$ cat src/rtl/buf_pause_pkg.sv
package buf_pause_pkg;

    // Field slots inside a packed threshold set (position is part of the interface)
    localparam int unsigned NUM_FIELDS = 4;
    localparam int unsigned F_PAUSE_ON  = 0;
    localparam int unsigned F_PAUSE_OFF = 1;
    localparam int unsigned F_FULL_ON   = 2;
    localparam int unsigned F_FULL_OFF  = 3;

    typedef enum logic {
        SET_PAUSEABLE = 1'b0,
        SET_NONPAUSE  = 1'b1
    } set_sel_e;

    typedef enum logic [1:0] {
        ACT_HOLD  = 2'd0,
        ACT_RAISE = 2'd1,
        ACT_DROP  = 2'd2
    } hyst_act_e;

    typedef struct packed {
        logic pause;
        logic full;
    } cls_lvl_t;

    // Set chosen by a class whenever it is allowed to load
    function automatic set_sel_e pick_set(input logic pfc_on, input logic flag);
        if (pfc_on && !flag) return SET_NONPAUSE;
        return SET_PAUSEABLE;
    endfunction

    // Raising wins over dropping when the window is inverted
    function automatic hyst_act_e hyst_decide(input logic under_on, input logic over_off);
        if (under_on)  return ACT_RAISE;
        if (over_off)  return ACT_DROP;
        return ACT_HOLD;
    endfunction

endpackage

$ cat src/rtl/thr_select.sv
module thr_select
    import buf_pause_pkg::*;
#(
    parameter int unsigned CNT_W = 8,
    parameter bit          GATED = 1'b0,
    localparam int unsigned SET_W = NUM_FIELDS * CNT_W
) (
    input  logic             clk,
    input  logic             rst,
    input  logic             pfc_en,
    input  logic             flag,
    input  logic [SET_W-1:0] set_p,
    input  logic [SET_W-1:0] set_n,
    output logic [SET_W-1:0] thr_q
);

    set_sel_e         sel;
    logic             load;
    logic [SET_W-1:0] nxt;

    always_comb begin
        sel = pick_set(pfc_en, flag);
        nxt = (sel == SET_NONPAUSE) ? set_n : set_p;
    end

    generate
        if (GATED) begin : g_gated
            assign load = pfc_en;
        end else begin : g_free
            assign load = 1'b1;
        end
    endgenerate

    always_ff @(posedge clk) begin
        if (rst) begin
            thr_q <= '0;
        end else if (load) begin
            thr_q <= nxt;
        end
    end

    generate
        if (GATED) begin : g_chk_gated

            freeze_when_off_chk: assert property (@(posedge clk) disable iff (rst)
                !pfc_en |=> $stable(thr_q));
        end else begin : g_chk_free

            base_set_when_off_chk: assert property (@(posedge clk) disable iff (rst)
                !pfc_en |=> (thr_q == $past(set_p)));
        end
    endgenerate


    flag_picks_p_chk: assert property (@(posedge clk) disable iff (rst)
        (pfc_en && flag) |=> (thr_q == $past(set_p)));

    flag_picks_n_chk: assert property (@(posedge clk) disable iff (rst)
        (pfc_en && !flag) |=> (thr_q == $past(set_n)));

endmodule

$ cat src/rtl/hyst_level.sv
module hyst_level
    import buf_pause_pkg::*;
#(
    parameter int unsigned CNT_W = 8
) (
    input  logic             clk,
    input  logic             rst,
    input  logic [CNT_W-1:0] free_cnt,
    input  logic [CNT_W-1:0] thr_on,
    input  logic [CNT_W-1:0] thr_off,
    output logic             lvl
);

    hyst_act_e act;

    always_comb begin
        act = hyst_decide(free_cnt < thr_on, free_cnt > thr_off);
    end

    always_ff @(posedge clk) begin
        if (rst) begin
            lvl <= 1'b0;
        end else begin
            unique case (act)
                ACT_RAISE: lvl <= 1'b1;
                ACT_DROP:  lvl <= 1'b0;
                default:   lvl <= lvl;
            endcase
        end
    end


    reset_clear_chk: assert property (@(posedge clk)
        rst |=> !lvl);

    raise_below_chk: assert property (@(posedge clk) disable iff (rst)
        (free_cnt < thr_on) |=> lvl);

    drop_above_chk: assert property (@(posedge clk) disable iff (rst)
        ((free_cnt >= thr_on) && (free_cnt > thr_off)) |=> !lvl);

    hold_window_chk: assert property (@(posedge clk) disable iff (rst)
        ((free_cnt >= thr_on) && (free_cnt <= thr_off)) |=> $stable(lvl));

    inverted_raise_chk: assert property (@(posedge clk) disable iff (rst)
        ((thr_off <= thr_on) && (free_cnt < thr_on)) |=> lvl);

endmodule

$ cat src/rtl/class_unit.sv
module class_unit
    import buf_pause_pkg::*;
#(
    parameter int unsigned CNT_W = 8,
    parameter bit          GATED = 1'b0,
    localparam int unsigned SET_W = NUM_FIELDS * CNT_W
) (
    input  logic             clk,
    input  logic             rst,
    input  logic             pfc_en,
    input  logic             flag,
    input  logic [CNT_W-1:0] free_cnt,
    input  logic [SET_W-1:0] set_p,
    input  logic [SET_W-1:0] set_n,
    output cls_lvl_t         lvl
);

    logic [SET_W-1:0] thr;
    logic [CNT_W-1:0] fld [NUM_FIELDS];

    thr_select #(.CNT_W(CNT_W), .GATED(GATED)) u_sel (
        .clk    (clk),
        .rst    (rst),
        .pfc_en (pfc_en),
        .flag   (flag),
        .set_p  (set_p),
        .set_n  (set_n),
        .thr_q  (thr)
    );

    generate
        for (genvar f = 0; f < NUM_FIELDS; f++) begin : g_fld
            assign fld[f] = thr[f*CNT_W +: CNT_W];
        end
    endgenerate

    hyst_level #(.CNT_W(CNT_W)) u_pause (
        .clk      (clk),
        .rst      (rst),
        .free_cnt (free_cnt),
        .thr_on   (fld[F_PAUSE_ON]),
        .thr_off  (fld[F_PAUSE_OFF]),
        .lvl      (lvl.pause)
    );

    hyst_level #(.CNT_W(CNT_W)) u_full (
        .clk      (clk),
        .rst      (rst),
        .free_cnt (free_cnt),
        .thr_on   (fld[F_FULL_ON]),
        .thr_off  (fld[F_FULL_OFF]),
        .lvl      (lvl.full)
    );

endmodule

$ cat src/rtl/buf_pause_gen.sv
module buf_pause_gen
    import buf_pause_pkg::*;
#(
    parameter int unsigned CNT_W   = 8,
    parameter int unsigned NUM_CLS = 2,
    localparam int unsigned SET_W  = NUM_FIELDS * CNT_W,
    localparam int unsigned FREE_W = NUM_CLS * CNT_W
) (
    input  logic               clk,
    input  logic               rst,
    input  logic               pfc_en,
    input  logic [NUM_CLS-1:0] pauseable,
    input  logic [FREE_W-1:0]  free_cnt,
    input  logic [SET_W-1:0]   thr_pauseable,
    input  logic [SET_W-1:0]   thr_nonpause,
    output logic [NUM_CLS-1:0] pause_o,
    output logic [NUM_CLS-1:0] full_o
);

    cls_lvl_t lvl [NUM_CLS];

    generate
        for (genvar c = 0; c < NUM_CLS; c++) begin : g_cls
            class_unit #(
                .CNT_W (CNT_W),
                .GATED (c != 0)
            ) u_cls (
                .clk      (clk),
                .rst      (rst),
                .pfc_en   (pfc_en),
                .flag     (pauseable[c]),
                .free_cnt (free_cnt[c*CNT_W +: CNT_W]),
                .set_p    (thr_pauseable),
                .set_n    (thr_nonpause),
                .lvl      (lvl[c])
            );
            assign pause_o[c] = lvl[c].pause;
            assign full_o[c]  = lvl[c].full;
        end
    endgenerate

endmodule

$ cat config.mk
export PLATFORM = sky130hd
export DESIGN_NAME = buf_pause_gen
export DESIGN_NICKNAME = d
export VERILOG_FILES = /design/src/rtl/buf_pause_pkg.sv /design/src/rtl/thr_select.sv /design/src/rtl/hyst_level.sv /design/src/rtl/class_unit.sv /design/src/rtl/buf_pause_gen.sv
export SDC_FILE = /design/constraint.sdc
export NUM_CORES = 1
export LEC_CHECK = 0
export ABC_AREA = 1
export BUFFER_PORTS_ARGS = -buffer_cell sky130_fd_sc_hd__buf_2
export CAP_MARGIN = 20
export CORE_AREA = 2 2 92 94
export CTS_CLUSTER_SIZE = 40
export DETAILED_ROUTE_END_ITERATION = 10
export DIE_AREA = 0 0 94 96
export PLACE_DENSITY = 0.87
export SLEW_MARGIN = 20
export SYNTH_ARGS = -nofsm -noshare
export SYNTH_HDL_FRONTEND = slang
export SYNTH_SLANG_ARGS = --single-unit
$ cat constraint.sdc
create_clock -name clk -period 1.3 [get_ports clk]
set_input_delay 0 -clock clk [delete_from_list [all_inputs] [get_ports clk]]
set_output_delay 0 -clock clk [all_outputs]
set_load 0.02 [all_outputs]
==> summary.txt <==
GRT Max-Usage Layer: met2
Post-DRT Antenna Nets: 0
Largest net degree at the start of global routing: 65
Dpl hpwl: 8731 um
Post-synth cell types: 21
Setup-failing EPs final: 8
Switching share of total power: 32.85%
DRT Pass-1 Iters: 8
DP Worst Slack: 0.006431 ns
Worst Hold Slack: 0.01584 ns
GR Util met1: 34.82%
CTS Sinks: 68
CP required: 1.54 ns
Hold Vio Cnt, Final: 0
DIE WIDTH: 94 um
Yosys top cell by area: dfxtp_1
Num CTS Buffers: 9
Critical path cell sequence: clkbuf_4 > inv_4 > nor2_8 > buf_12 > o21ai_1 > a21oi_2 > dlygate4sd3_1
I/O pins: 89
CP Capture Type: flop
CP Data Arrival Time: 1.83 ns
Setup WS post-layout: -0.2843 ns
Height of the die: 96 um
Area of the multi-input gates: 2741 um2
CTS tree: yes
Initial antenna violation count: 0
Outcome: finished, violations left
Clk pin slew, worst setup/hold paths: 0.08 ns
Power share of the sequential group: 36.1%
Remaining Overflow, GRT: 0
CP max stage cell: dlygate4sd3_1
Proportion of power drawn by combinational gates: 30.2%
Power Density: 1023 nW/um2
Diodes inserted: 0
Vias in the first global route: 5,047
Final Max Slew Viols: 0
Final cycle utilization of the critical path: 121.9%
IO buf count: 88
CTS H-tree lvls: 3
Clock power share: 33.6%
Total GRT Usage: 33.73%
Syn_area_per_cell: 7.112 um2
Max Clock Freq: 631.2 MHz
Slew margin rel.: 58.81%
Fin nets: 911
M2 GR Usage: 58.87%
Post-synthesis sequential area ratio: 30.82%
Critical Path Max Stage Delay: 0.59 ns
Unrepaired setup endpoints after global routing: true
Row count: 33
Initial core utilization: 54.86%
Area growth, synth to finish: 42.01%
Grt met3 use: 9.632%
CP Launch Type: primary input
Placer Congestion: 0.9126
CP delay by family, top: buffers and inverters
Register area: 1378 um2
Root Buffer: clkbuf_8
Violated checks: negative setup slack
Fin Clk Skew: 0.01714 ns
Internal power: 4.310 mW
CTS Buffer Depth: 2
Crit-path max FO: 19
Initial drt markers: 779
Yosys reg bits: 68
Ranking of synthesized cells by area: dfxtp_1, ha_1, inv_1, nand2_1, a21oi_1
Clk_lat worst skew: 0.37 ns
VDD IR max: 605.1 uV
Core area: 8051 um2
Syn_nets: 766
Total power: 6.419 mW
DRC errors left: 0
Fraction of layout cells with a size suffix above 1: 28.92%
Yosys warns: 0
First-pass GRT wire length: 23,270 um
Yosys top cell area share: 30.82%
Min cycle time layout: 1.584 ns
Switching power: 2.109 mW
Synth Instances: 621
Syn Std Cell Area: 4417 um2
Total of max-cap violations: 0
Crit path buffers/inverters: 4
Leakage: 3.133 nW
Kind of critical path: primary input to flop
Via density: 6.162
Die Area: 9024 um2
Filler Cell Count: 431
Total wire length: 18,670 um
Hold WC Path Type: primary input to flop
WL/cell: 21.31 um
DR vias: 5,398
Worst Max-Slew Pin Slew: 0.6137 ns
==> what timing repair did <==
item,in CTS,in global routing
setup buffers,0,1
endpoints found under the hold margin,35,0
pin swaps,0,31
endpoints found under the setup margin,2,35
cloned,0,1
hold buffers,66,0
gates resized for setup,3,91
==> state kept, by name (all words and copies together), names as in the netlist <==
register	count
g_cls.u_cls.u_full.lvl	2
g_cls.u_cls.u_sel.thr_q	64
g_cls.u_cls.u_pause.lvl	2
==> tightest hold or removal path: stages <==
cell	delay, ns
clkbuf_4	0.20
o211ai_1	0.10
inv_1	0.06
==> cell families (layout without fill, tap and decap cells) <==
logic type	count (synthesis)	in the layout	synth area share (%)
AOI/OAI and AO/OA	188	188	23.99
and+or+nand+nor	133	133	12.01
adders and majority gates	60	60	17.00
buffers and inverters	172	322	16.18
DFF	68	68	30.82
==> per-stage QoR <==
| stage | util, % | area, um2 | TNS (ns) | std cells |
|---|---|---|---|---|
| after floorplan | - | 4417 | 0 | 621 |
| after global placement | 60.96 | 4908 | 0 | 792 |
| after detailed placement | 60.96 | 4908 | 0 | 792 |
| after CTS | 72.46 | 5834 | 0 | 874 |
| after global routing | 77.90 | 6272 | -1.125 | 876 |
| final | 77.90 | 6272 | -0.7109 | 876 |
==> area by class of cell <==
cell class	instances	share of cell area (%)
flip-flops and latches	68	21.96
clock inverters	3	1.077
multi-input cells	381	43.71
well taps	105	2.095
inverters	141	8.478
repair buffers	165	19.99
clock buffers	13	2.693
==> cell usage after synthesis <==
library cell / n
inv_1: 140
nand2_1: 109
dfxtp_1: 68
a21oi_1: 63
ha_1: 60
o21ai_0: 56
o21ai_1: 32
a21oi_2: 21
nor2_1: 15
clkbuf_1: 11
buf_4: 8
o211ai_1: 8
buf_2: 7
a21o_1: 4
buf_6: 4
nand3_1: 4
nand4_1: 4
o21a_1: 4
buf_1: 1
inv_2: 1
nor2_8: 1
==> path summary, 6_finish.rpt <==
check,from,to,slack [ns],cells after the start
worst min-delay path,pfc_en,g_cls[1].u_cls.u_sel.thr_q[0]$_SDFFE_PP0P_,0.02,3
worst max-delay path,pfc_en,g_cls[0].u_cls.u_sel.thr_q[11]$_SDFF_PP0_,-0.28,7
worst min register to register,g_cls[0].u_cls.u_full.lvl$_SDFFE_PP0P_,g_cls[0].u_cls.u_full.lvl$_SDFFE_PP0P_,0.48,2
worst max register to register,g_cls[0].u_cls.u_sel.thr_q[27]$_SDFF_PP0_,g_cls[0].u_cls.u_full.lvl$_SDFFE_PP0P_,-0.13,11
==> power by group through the flow <==
stage                     clock network (mW)  registers, mW  logic [mW]
after floorplan                            0           2.32       0.853
after global placement                     0           2.33        1.17
after detailed placement                   0           2.34        1.25
after CTS                               2.06           2.29        1.45
after global routing                    2.22           2.33        2.07
final                                   2.16           2.32        1.94
==> cells in the final DEF (no fill, tap or decap) <==
cell type	count
inv_1	123
nor2_4	1
nand4_1	4
a21oi_1	51
clkbuf_4	1
o21ai_0	55
ha_1	36
clkbuf_1	1
buf_2	87
a21oi_2	33
buf_12	4
ha_4	24
dlygate4sd3_1	66
o21a_1	4
bufinv_16	2
inv_2	17
clkbuf_8	12
a21o_1	4
dfxtp_1	55
nor2_2	4
clkinvlp_4	1
buf_4	6
o211ai_1	8
nand2_2	15
o21ai_1	33
dfxtp_2	13
nand2_1	94
nor2_8	1
clkbuf_16	1
inv_4	1
nand3_1	4
nor2_1	10
==> layer usage <==
metal	part of all wire, %	vias to the layer above
li1	-	2263
met1	34	2412
met2	44	501
met3	12	222
met4	10	0
met5	0	-
Power figures use the tool's default switching activity.
